[src/rtl/bp_pkg.sv]
package bp_pkg;
  localparam int CTL_W    = 7;
  localparam int EN_B     = 0;
  localparam int FULL_B   = 1;
  localparam int CLR_B    = 2;
  localparam int MODE_LSB = 4;
  localparam int MODE_W   = 3;

  typedef enum logic [1:0] {
    SEL_CTL   = 2'd0,
    SEL_START = 2'd1,
    SEL_END   = 2'd2,
    SEL_NONE  = 2'd3
  } reg_sel_e;
endpackage

[src/rtl/bp_regs.sv]
module bp_regs
  import bp_pkg::*;
#(
  parameter int RW = 15,
  parameter int DW = 15
) (
  input  logic              clk,
  input  logic              rst_n,
  input  logic              reg_wr,
  input  logic [1:0]        reg_sel,
  input  logic [DW-1:0]     reg_wdata,
  input  logic              done,
  output logic              en_q,
  output logic              full_q,
  output logic              clr_q,
  output logic [MODE_W-1:0] mode_q,
  output logic [RW-1:0]     start_q,
  output logic [RW-1:0]     end_q,
  output logic              start_go,
  output logic              full_ld
);
  logic              en_d, full_d, clr_d;
  logic [MODE_W-1:0] mode_d;
  logic [RW-1:0]     start_d, end_d;
  logic              wr_ctl, wr_start, wr_end;

  assign wr_ctl   = reg_wr && (reg_sel == SEL_CTL);
  assign wr_start = reg_wr && (reg_sel == SEL_START);
  assign wr_end   = reg_wr && (reg_sel == SEL_END);
  assign start_go = wr_ctl && reg_wdata[EN_B] && !en_q;
  assign full_ld  = reg_wdata[FULL_B];

  always_comb begin
    en_d    = en_q;
    full_d  = full_q;
    clr_d   = clr_q;
    mode_d  = mode_q;
    start_d = start_q;
    end_d   = end_q;
    if (en_q) begin
      if (wr_ctl && !reg_wdata[EN_B]) en_d = 1'b0;
      if (done) begin
        en_d   = 1'b0;
        mode_d = '0;
      end
    end else begin
      if (wr_ctl) begin
        en_d   = reg_wdata[EN_B];
        full_d = reg_wdata[FULL_B];
        clr_d  = reg_wdata[CLR_B];
        mode_d = reg_wdata[MODE_LSB +: MODE_W];
      end
      if (wr_start) start_d = reg_wdata[RW-1:0];
      if (wr_end)   end_d   = reg_wdata[RW-1:0];
    end
  end

  always_ff @(posedge clk or negedge rst_n) begin
    if (!rst_n) begin
      en_q    <= 1'b0;
      full_q  <= 1'b0;
      clr_q   <= 1'b0;
      mode_q  <= '0;
      start_q <= '0;
      end_q   <= '1;
    end else begin
      en_q    <= en_d;
      full_q  <= full_d;
      clr_q   <= clr_d;
      mode_q  <= mode_d;
      start_q <= start_d;
      end_q   <= end_d;
    end
  end

  assert_start_by_write_R1: assert property (@(posedge clk) disable iff (!rst_n)
    $rose(en_q) |-> $past(reg_wr && (reg_sel == SEL_CTL)));

  assert_done_clears_R7: assert property (@(posedge clk) disable iff (!rst_n)
    (en_q && done) |=> (!en_q && (mode_q == '0)));

  assert_regs_held_R11: assert property (@(posedge clk) disable iff (!rst_n)
    (en_q && $past(en_q)) |-> ($stable(start_q) && $stable(end_q) &&
                              $stable(full_q) && $stable(clr_q)));
endmodule

[src/rtl/bp_walker.sv]
module bp_walker #(
  parameter int GRP_W = 3,
  parameter int STR_W = 3,
  parameter int CH_W  = 9,
  localparam int SW   = GRP_W + STR_W,
  localparam int RW   = GRP_W + STR_W + CH_W
) (
  input  logic              clk,
  input  logic              rst_n,
  input  logic              load,
  input  logic              full_ld,
  input  logic              run,
  input  logic              full,
  input  logic [RW-1:0]     start_q,
  input  logic [STR_W+CH_W-1:0] end_q,
  output logic [SW-1:0]     stream_q,
  output logic [CH_W-1:0]   chan_q,
  output logic              last
);
  logic [CH_W-1:0]  st_ch, en_ch;
  logic [STR_W-1:0] st_str, en_str;
  logic [GRP_W-1:0] st_grp;
  logic [SW-1:0]    s_first_ld, s_first, s_last, s_step, stream_d;
  logic [CH_W-1:0]  c_first_ld, c_last, chan_d;
  logic             s_wrap, cnt_en;

  assign st_ch  = start_q[CH_W-1:0];
  assign st_str = start_q[CH_W +: STR_W];
  assign st_grp = start_q[CH_W+STR_W +: GRP_W];
  assign en_ch  = end_q[CH_W-1:0];
  assign en_str = end_q[CH_W +: STR_W];

  assign s_first_ld = full_ld ? '0 : {st_grp, st_str};
  assign c_first_ld = full_ld ? '0 : st_ch;
  assign s_first    = full ? '0 : {st_grp, st_str};
  assign s_last     = full ? {SW{1'b1}} : {st_grp, en_str};
  assign c_last     = full ? {CH_W{1'b1}} : en_ch;
  assign s_step     = full ? (stream_q + 1'b1)
                           : {stream_q[SW-1:STR_W], stream_q[STR_W-1:0] + 1'b1};

  assign s_wrap = (stream_q == s_last);
  assign last   = s_wrap && (chan_q == c_last);
  assign cnt_en = load || run;

  always_comb begin
    stream_d = stream_q;
    chan_d   = chan_q;
    if (load) begin
      stream_d = s_first_ld;
      chan_d   = c_first_ld;
    end else if (run) begin
      if (s_wrap) begin
        stream_d = s_first;
        chan_d   = chan_q + 1'b1;
      end else begin
        stream_d = s_step;
      end
    end
  end

  always_ff @(posedge clk or negedge rst_n) begin
    if (!rst_n) begin
      stream_q <= '0;
      chan_q   <= '0;
    end else if (cnt_en) begin
      stream_q <= stream_d;
      chan_q   <= chan_d;
    end
  end

  assert_chan_step_R5: assert property (@(posedge clk) disable iff (!rst_n)
    (run && $past(run) && !$past(load)) |->
      ((chan_q == $past(chan_q)) || (chan_q == $past(chan_q) + 1'b1)));

  assert_group_fixed_R5: assert property (@(posedge clk) disable iff (!rst_n)
    (run && !full && !load) |-> (stream_q[SW-1:STR_W] == st_grp));
endmodule

[src/rtl/bp_cm_port.sv]
module bp_cm_port #(
  parameter int AW     = 15,
  parameter int MODE_W = 3
) (
  input  logic              clk,
  input  logic              rst_n,
  input  logic              busy,
  input  logic              clr,
  input  logic [MODE_W-1:0] mode,
  input  logic [AW-1:0]     eng_addr,
  input  logic              cpu_we,
  input  logic              cpu_hi,
  input  logic [AW-1:0]     cpu_addr,
  input  logic [AW-1:0]     cpu_wdata,
  output logic              cpu_stall,
  output logic [AW-1:0]     cm_addr,
  output logic              cm_hi_we,
  output logic [MODE_W-1:0] cm_hi_wdata,
  output logic              cm_lo_we,
  output logic [AW-1:0]     cm_lo_wdata
);
  always_comb begin
    if (busy) begin
      cm_addr     = eng_addr;
      cm_hi_we    = 1'b1;
      cm_hi_wdata = mode;
      cm_lo_we    = clr;
      cm_lo_wdata = '0;
    end else begin
      cm_addr     = cpu_addr;
      cm_hi_we    = cpu_we && cpu_hi;
      cm_hi_wdata = cpu_wdata[MODE_W-1:0];
      cm_lo_we    = cpu_we && !cpu_hi;
      cm_lo_wdata = cpu_wdata;
    end
  end

  assign cpu_stall = busy;

  assert_mode_written_R2: assert property (@(posedge clk) disable iff (!rst_n)
    busy |-> (cm_hi_we && (cm_hi_wdata == mode)));

  assert_no_low_write_R3: assert property (@(posedge clk) disable iff (!rst_n)
    (busy && !clr) |-> !cm_lo_we);

  assert_low_zero_R3: assert property (@(posedge clk) disable iff (!rst_n)
    (busy && cm_lo_we) |-> (cm_lo_wdata == '0));

  assert_stall_R9: assert property (@(posedge clk) disable iff (!rst_n)
    (busy && cpu_we) |-> cpu_stall);
endmodule

[src/rtl/cm_blkprog_top.sv]
module cm_blkprog_top
  import bp_pkg::*;
#(
  parameter int GRP_W = 3,
  parameter int STR_W = 3,
  parameter int CH_W  = 9,
  localparam int AW   = GRP_W + STR_W + CH_W,
  localparam int RW   = AW,
  localparam int DW   = (RW > CTL_W) ? RW : CTL_W
) (
  input  logic              clk,
  input  logic              rst_n,
  input  logic              reg_wr,
  input  logic [1:0]        reg_sel,
  input  logic [DW-1:0]     reg_wdata,
  output logic [CTL_W-1:0]  ctl_q,
  output logic [RW-1:0]     start_q,
  output logic [RW-1:0]     end_q,
  output logic              busy,
  input  logic              cpu_we,
  input  logic              cpu_hi,
  input  logic [AW-1:0]     cpu_addr,
  input  logic [AW-1:0]     cpu_wdata,
  output logic              cpu_stall,
  output logic [AW-1:0]     cm_addr,
  output logic              cm_hi_we,
  output logic [MODE_W-1:0] cm_hi_wdata,
  output logic              cm_lo_we,
  output logic [AW-1:0]     cm_lo_wdata
);
  localparam int SW = GRP_W + STR_W;

  logic              en_q, full_q, clr_q, start_go, full_ld, last;
  logic [MODE_W-1:0] mode_q;
  logic [SW-1:0]     stream_q;
  logic [CH_W-1:0]   chan_q;

  bp_regs #(.RW(RW), .DW(DW)) regs_i (
    .clk(clk), .rst_n(rst_n), .reg_wr(reg_wr), .reg_sel(reg_sel),
    .reg_wdata(reg_wdata), .done(last), .en_q(en_q), .full_q(full_q),
    .clr_q(clr_q), .mode_q(mode_q), .start_q(start_q), .end_q(end_q),
    .start_go(start_go), .full_ld(full_ld)
  );

  bp_walker #(.GRP_W(GRP_W), .STR_W(STR_W), .CH_W(CH_W)) walk_i (
    .clk(clk), .rst_n(rst_n), .load(start_go), .full_ld(full_ld),
    .run(en_q), .full(full_q), .start_q(start_q),
    .end_q(end_q[STR_W+CH_W-1:0]), .stream_q(stream_q), .chan_q(chan_q),
    .last(last)
  );

  bp_cm_port #(.AW(AW), .MODE_W(MODE_W)) port_i (
    .clk(clk), .rst_n(rst_n), .busy(en_q), .clr(clr_q), .mode(mode_q),
    .eng_addr({stream_q, chan_q}), .cpu_we(cpu_we), .cpu_hi(cpu_hi),
    .cpu_addr(cpu_addr), .cpu_wdata(cpu_wdata), .cpu_stall(cpu_stall),
    .cm_addr(cm_addr), .cm_hi_we(cm_hi_we), .cm_hi_wdata(cm_hi_wdata),
    .cm_lo_we(cm_lo_we), .cm_lo_wdata(cm_lo_wdata)
  );

  assign busy  = en_q;
  assign ctl_q = {mode_q, 1'b0, clr_q, full_q, en_q};
endmodule

[config.mk]
export PLATFORM = sky130hd
export DESIGN_NAME = cm_blkprog_top
export DESIGN_NICKNAME = d
export VERILOG_FILES = /design/src/rtl/bp_pkg.sv /design/src/rtl/bp_regs.sv /design/src/rtl/bp_walker.sv /design/src/rtl/bp_cm_port.sv /design/src/rtl/cm_blkprog_top.sv
export SDC_FILE = /design/constraint.sdc
export NUM_CORES = 1
export LEC_CHECK = 0
export ABC_AREA = 1
export BUFFER_PORTS_ARGS = -buffer_cell sky130_fd_sc_hd__buf_2
export CORE_UTILIZATION = 30
export CTS_BUF_LIST = sky130_fd_sc_hd__clkbuf_8 sky130_fd_sc_hd__clkbuf_16
export DETAILED_ROUTE_END_ITERATION = 7
export MAX_ROUTING_LAYER = met4
export PLACE_DENSITY = 0.59
export SETUP_SLACK_MARGIN = 0.15
export SLEW_MARGIN = 20
export SYNTH_ARGS = -nofsm -noshare
export SYNTH_HDL_FRONTEND = slang
export SYNTH_HIERARCHICAL = 1
export SYNTH_SLANG_ARGS = --single-unit
export TNS_END_PERCENT = 10
[constraint.sdc]
create_clock -name clk -period 3.4 [get_ports clk]
set_input_delay 0.34 -clock clk [delete_from_list [all_inputs] [get_ports clk]]
set_output_delay 0.34 -clock clk [all_outputs]
set_load 0.01 [all_outputs]
Word-level counts from Yosys, hierarchy flattened
Index checks and enable logic that the tools add are counted.

Bits in registers: 51. Input port bits: 52. Output and inout port bits: 74. Word-level logic and storage cells: 67.

Add/subtract/negate cells: 3. Eq/ne operators: 5. Multiplexer cells: 24. Bitwise gates (word level): 1. Reduce and logical (&&, ||, !) cells: 25.

Operators with widths (count): two-way mux 9 bit (5); two-way mux 6 bit (7); two-way mux 15 bit (2); two-way mux 3 bit (4); AND reduction 2 bit (5); adder 9 x 1 -> 9 bit, second input constant (1); equality test 9 bit (1); logical AND 1 bit (9); adder 6 x 1 -> 6 bit, second input constant (1); equality test 6 bit (1); two-way mux 1 bit (6); AND reduction 3 bit (2); nonzero test 2 bit (3); adder 3 x 1 -> 3 bit, second input constant (1); logical NOT 1 bit (3); nonzero test 3 bit (1); equality test 2 x 1 -> 1 bit, second input constant (1); equality test 2 bit, second input constant (1); logical NOT 2 bit (1); != test 2 bit, second input constant (1); logical OR 1 bit (1); inverter 1 bit (1).

Longest topological paths before layout
Depth in word-level cells: 6. Gate-level depth with buffers: 12. Mapped depth without buffers: 10.

Modules after synthesis
Netlist, hierarchy kept.

Modules (own cells, without submodules): bp_regs (instances 1, cells an instance 148, area each 1511.4 um^2, seq. area each 919.6 um^2); bp_walker (instances 1, cells an instance 238, area each 1451.4 um^2, seq. area each 375.4 um^2); bp_cm_port (instances 1, cells an instance 94, area each 411.6 um^2, seq. area each 0.0 um^2); cm_blkprog_top (instances 1, cells an instance 5, area each 33.8 um^2, seq. area each 0.0 um^2).

Worst setup path after synthesis
No wires, ideal clock.

Path kind: register -> register. Start: reg regs_i.en_q. End: reg walk_i.chan_q[6]. Setup time: 0.074 ns. Data arrival time: 1.947 ns. Data required time: 3.326 ns. Slack: 1.379 ns. Cell stages (with the launch flop): 11. Path buffers: 1. Period minus slack after synthesis: 2.021 ns. Cells stage by stage: dfrtp_1 inv_1 nand3_2 nor2_1 inv_2 nor2_1 clkbuf_1 nand2_1 o21ai_0 nand2_2 o21ai_2.

Cells in the longest elaborated chain, start to end: 4. Elaborated cells on any way between the ends: 7. Classes of those cells: mux (1); reduce/logical (6).

RTL lines: start, declared (RTL line bp_regs.sv:13) `output logic en_q,`; start signal, assigned (RTL line bp_regs.sv:67) `en_q <= en_d;`; logical NOT 1 bit * (RTL line bp_regs.sv:30) `assign start_go = wr_ctl && reg_wdata[EN_B] && !en_q;`; logical AND 1 bit * (RTL line bp_regs.sv:30); via start_go (RTL line cm_blkprog_top.sv:33) `logic en_q, full_q, clr_q, start_go, full_ld, last;`; nonzero test 2 bit (no line) or logical OR 1 bit (tied branches); AND reduction 3 bit (no line); end signal, assigned (RTL line bp_walker.sv:67) `chan_q <= chan_d;`; end, declared (RTL line bp_walker.sv:17) `output logic [CH_W-1:0] chan_q,`.

Mark *: on every way through the listed nets, which the timed path passes. The rest lies on a longest branch. A chain may end at the register's enable or synchronous reset.

Worst setup path after layout
Start: reg regs_i.full_q. End: reg walk_i.chan_q[2].

Cells in the longest elaborated chain, start to end: 4.

RTL lines: start, declared (RTL line bp_regs.sv:14) `output logic full_q,`; start signal, assigned (RTL line bp_regs.sv:68) `full_q <= full_d;`; two-way mux 6 bit (RTL line bp_walker.sv:36) `assign s_last = full ? {SW{1'b1}} : {st_grp, en_str};`; equality test 6 bit (RTL line bp_walker.sv:41) `assign s_wrap = (stream_q == s_last);`; nonzero test 2 bit (no line); AND reduction 3 bit (no line).

No other way between the ends.

==> run metrics <==
outcome=finished clean; Mapped Nets=~540; Final setup violation count=0; # rows=38; VDD IR-drop max=0.2746 mV; ant diodes=0; Place WS=around 1.2 ns; CTS Buf Count=5; FFs w/ async S/R, synth=between 90% and 100%; clk sinks=51; routed vias/inst=4.576; overall power=between 2 and 3 mW; DRT Pass-1 Iters=4; I/O pin count=about 130; number of flops mapped to enable cells by yosys=0; Crit Path Class=reg -> reg; DP Area=slightly above 4000 um2; global-route wire length before repair=approximately 15 mm; Commonest cells post-synth=164 x nand2_1, 53 x inv_1, 48 x nor2_1; top-count cell post-synth=nand2_1; die height=~110 um; post-layout instance count excluding filler cells=736; Worst Hold Class=in -> async; post-synthesis sequential area ratio=a little under two fifths; Synth top area share=between 20% and 30%; vias in the first global route=between 3000 and 4000; RSZ-0062 raised after global routing=false; vias=roughly 3400; Area growth syn-to-layout=22.39%; fin crit share=66.39%; initial DRC count=259; CTS tree=done; pwr dens=684.2 nW/um2; max-slew violation count=0; worst path arrival time=2.47 ns; Leak=2.283 nW; setup bufs post-CTS=0; GRT overflow=0; DRT antenna net count=0; Post-CTS Hold Fix Bufs=0; initial core utilization=between 30% and 40%; slew margin rel.=about half; H-tree levels=2; Synth area leaders=dfrtp_1 26%, nand2_1 18%, dfstp_2 12%; flops & latches, synth=51; Max Cap Violations=0; Clock Latency Late Sink=between 0.2 and 0.3 ns; Filler Cell Count=roughly 1200; Setup Skew=0.003673 ns; Fin Hold WS=0.05702 ns; post-route cell area=4172 um2; DR WL/cell=around 13 um; initial antenna violation count=0; crit-path max FO=18; area leader, netlist=dfrtp_1; post-synthesis area per instance=between 7 and 8 um2; root buffer cell=clkbuf_16; Clock Tree Buf Depth=2; post-CTS resize count=0; area of the mapped netlist=between 3000 and 4000 um2; final hold violation count=0; Die Area=11790 um2; largest net degree at the start of global routing=48; Crit. End Element=flop; Nets=approximately 650; DRC violations left=0; total track usage=17.26%; setup ws final=1.143 ns; Util after Layout=38.15%; Core Box Area=~11000 um2; Synth Flop Type=dfrtp_1; HPWL Detailed=between 7 and 8 mm; Synth Warn #=6; Critical Path RT=3.62 ns; slew at the pin closest to its max-slew limit=0.7188 ns; IO Port Bufs=between 100 and 150; Syn Inst Count=slightly below 500; DRT Wirelength=~9.6 mm; Die Wd=between 100 and 150 um; maximum clock rate=around 440 MHz; share of post-route cells with drive strength above 1=a little under a third; clk slew on worst S/H paths=roughly 0.07 ns; startpoint types=flop; GP Congestion=0.8374; Cells after DPL=about 730; FF-to-FF setup slack=1.14 ns; post-layout min period=roughly 2.3 ns; Setup TNS=0 ns; Yosys cell types=32
==> state kept, by name, indices dropped and copies added, names as in the netlist <==
name and cells:
regs_i/mode_q 3, walk_i/stream_q 6, regs_i/end_q 15, regs_i/en_q 1, regs_i/clr_q 1, regs_i/full_q 1, walk_i/chan_q 9, regs_i/start_q 15
==> placed cells by master, fill, tap and decap left out <==
master / synthesis / routed
nand2_1: 164 / 164
buf_2: 3 / 123
inv_1: 53 / 53
nor2_1: 48 / 48
dfrtp_1: 36 / 36
o21ai_1: 29 / 29
nand3_1: 28 / 27
o21ai_0: 19 / 19
o21ai_2: 17 / 17
dfstp_2: 15 / 15
xor2_1: 8 / 8
nand2_2: 7 / 7
nand4_1: 7 / 7
clkbuf_16: 0 / 5
buf_4: 10 / 5
a21oi_1: 5 / 5
inv_2: 4 / 4
nor2_2: 3 / 3
nor3_1: 3 / 3
clkinv_2: 0 / 2
nor2_4: 2 / 2
nand3_2: 1 / 2
a32o_1: 2 / 2
ha_1: 2 / 2
conb_1: 1 / 1
inv_6: 0 / 1
nand3_4: 1 / 1
xnor2_1: 1 / 1
a21oi_4: 1 / 1
clkinv_1: 1 / 1
a22o_1: 1 / 1
o211ai_1: 1 / 1
==> report_power, final <==
part / total, mW / internal, mW / switching [mW]
sequential: 1.09 / 0.812 / 0.276
combinational: 1.27 / 0.514 / 0.754
clock: 0.498 / 0.273 / 0.225
==> cells by family (layout without fill, tap and decap cells) <==
kind of cell	after synthesis	in the layout	share of synthesized area, %
XOR/XNOR	9	9	2.313
other	1	1	0.1100
AND/OR/NAND/NOR	264	264	32.49
buffers and inverters	83	194	12.66
flip-flops	51	51	38.00
AO/OA/AOI/OAI	75	75	13.69
adder cells (fa/ha/maj)	2	2	0.7341
==> layout make-up <==
class                           instances  area, um2  share of cell area (%)
Tap cell                              140      175.2                   4.199
Multi-Input combinational cell        351       1687                   40.43
Inverter                               58      217.7                   5.219
Timing Repair Buffer                  128      653.1                   15.66
Sequential cell                        51       1295                   31.04
Clock inverter                          3      18.77                  0.4499
Clock buffer                            5      125.1                   2.999
==> worst max-delay path, stage by stage (launching register included) <==
cell	delay [ns]
dfrtp_1	0.58
buf_4	0.30
nor2_1	0.08
nand2_1	0.06
nand2_1	0.09
nor2_4	0.22
nand3_4	0.19
a21oi_4	0.46
nand2_1	0.11
o21ai_1	0.09
==> path summary, 6_finish.rpt <==
path / startpoint / end / cells past startpoint
worst max-delay path: regs_i/full_q / walk_i/chan_q[2] / 9
worst min-delay path: rst_n / walk_i/stream_q[1] / 1
worst max register to register: regs_i/full_q / walk_i/chan_q[2] / 9
worst min register to register: regs_i/end_q[14] / regs_i/end_q[14] / 2
max in group asynchronous: rst_n / regs_i/end_q[8] / 2
min in group clk: reg_wdata[14] / regs_i/end_q[14] / 3
==> per-layer routing <==
layer,GRT usage (%),vias to the layer above,share of wire (%)
met5,-,-,0
met4,3.185,0,0.85
met3,2.110,5,5.0
met2,25.77,104,44
met1,25.06,1525,50
li1,-,1734,-
No activity file was read; power rests on OpenSTA's default activity.
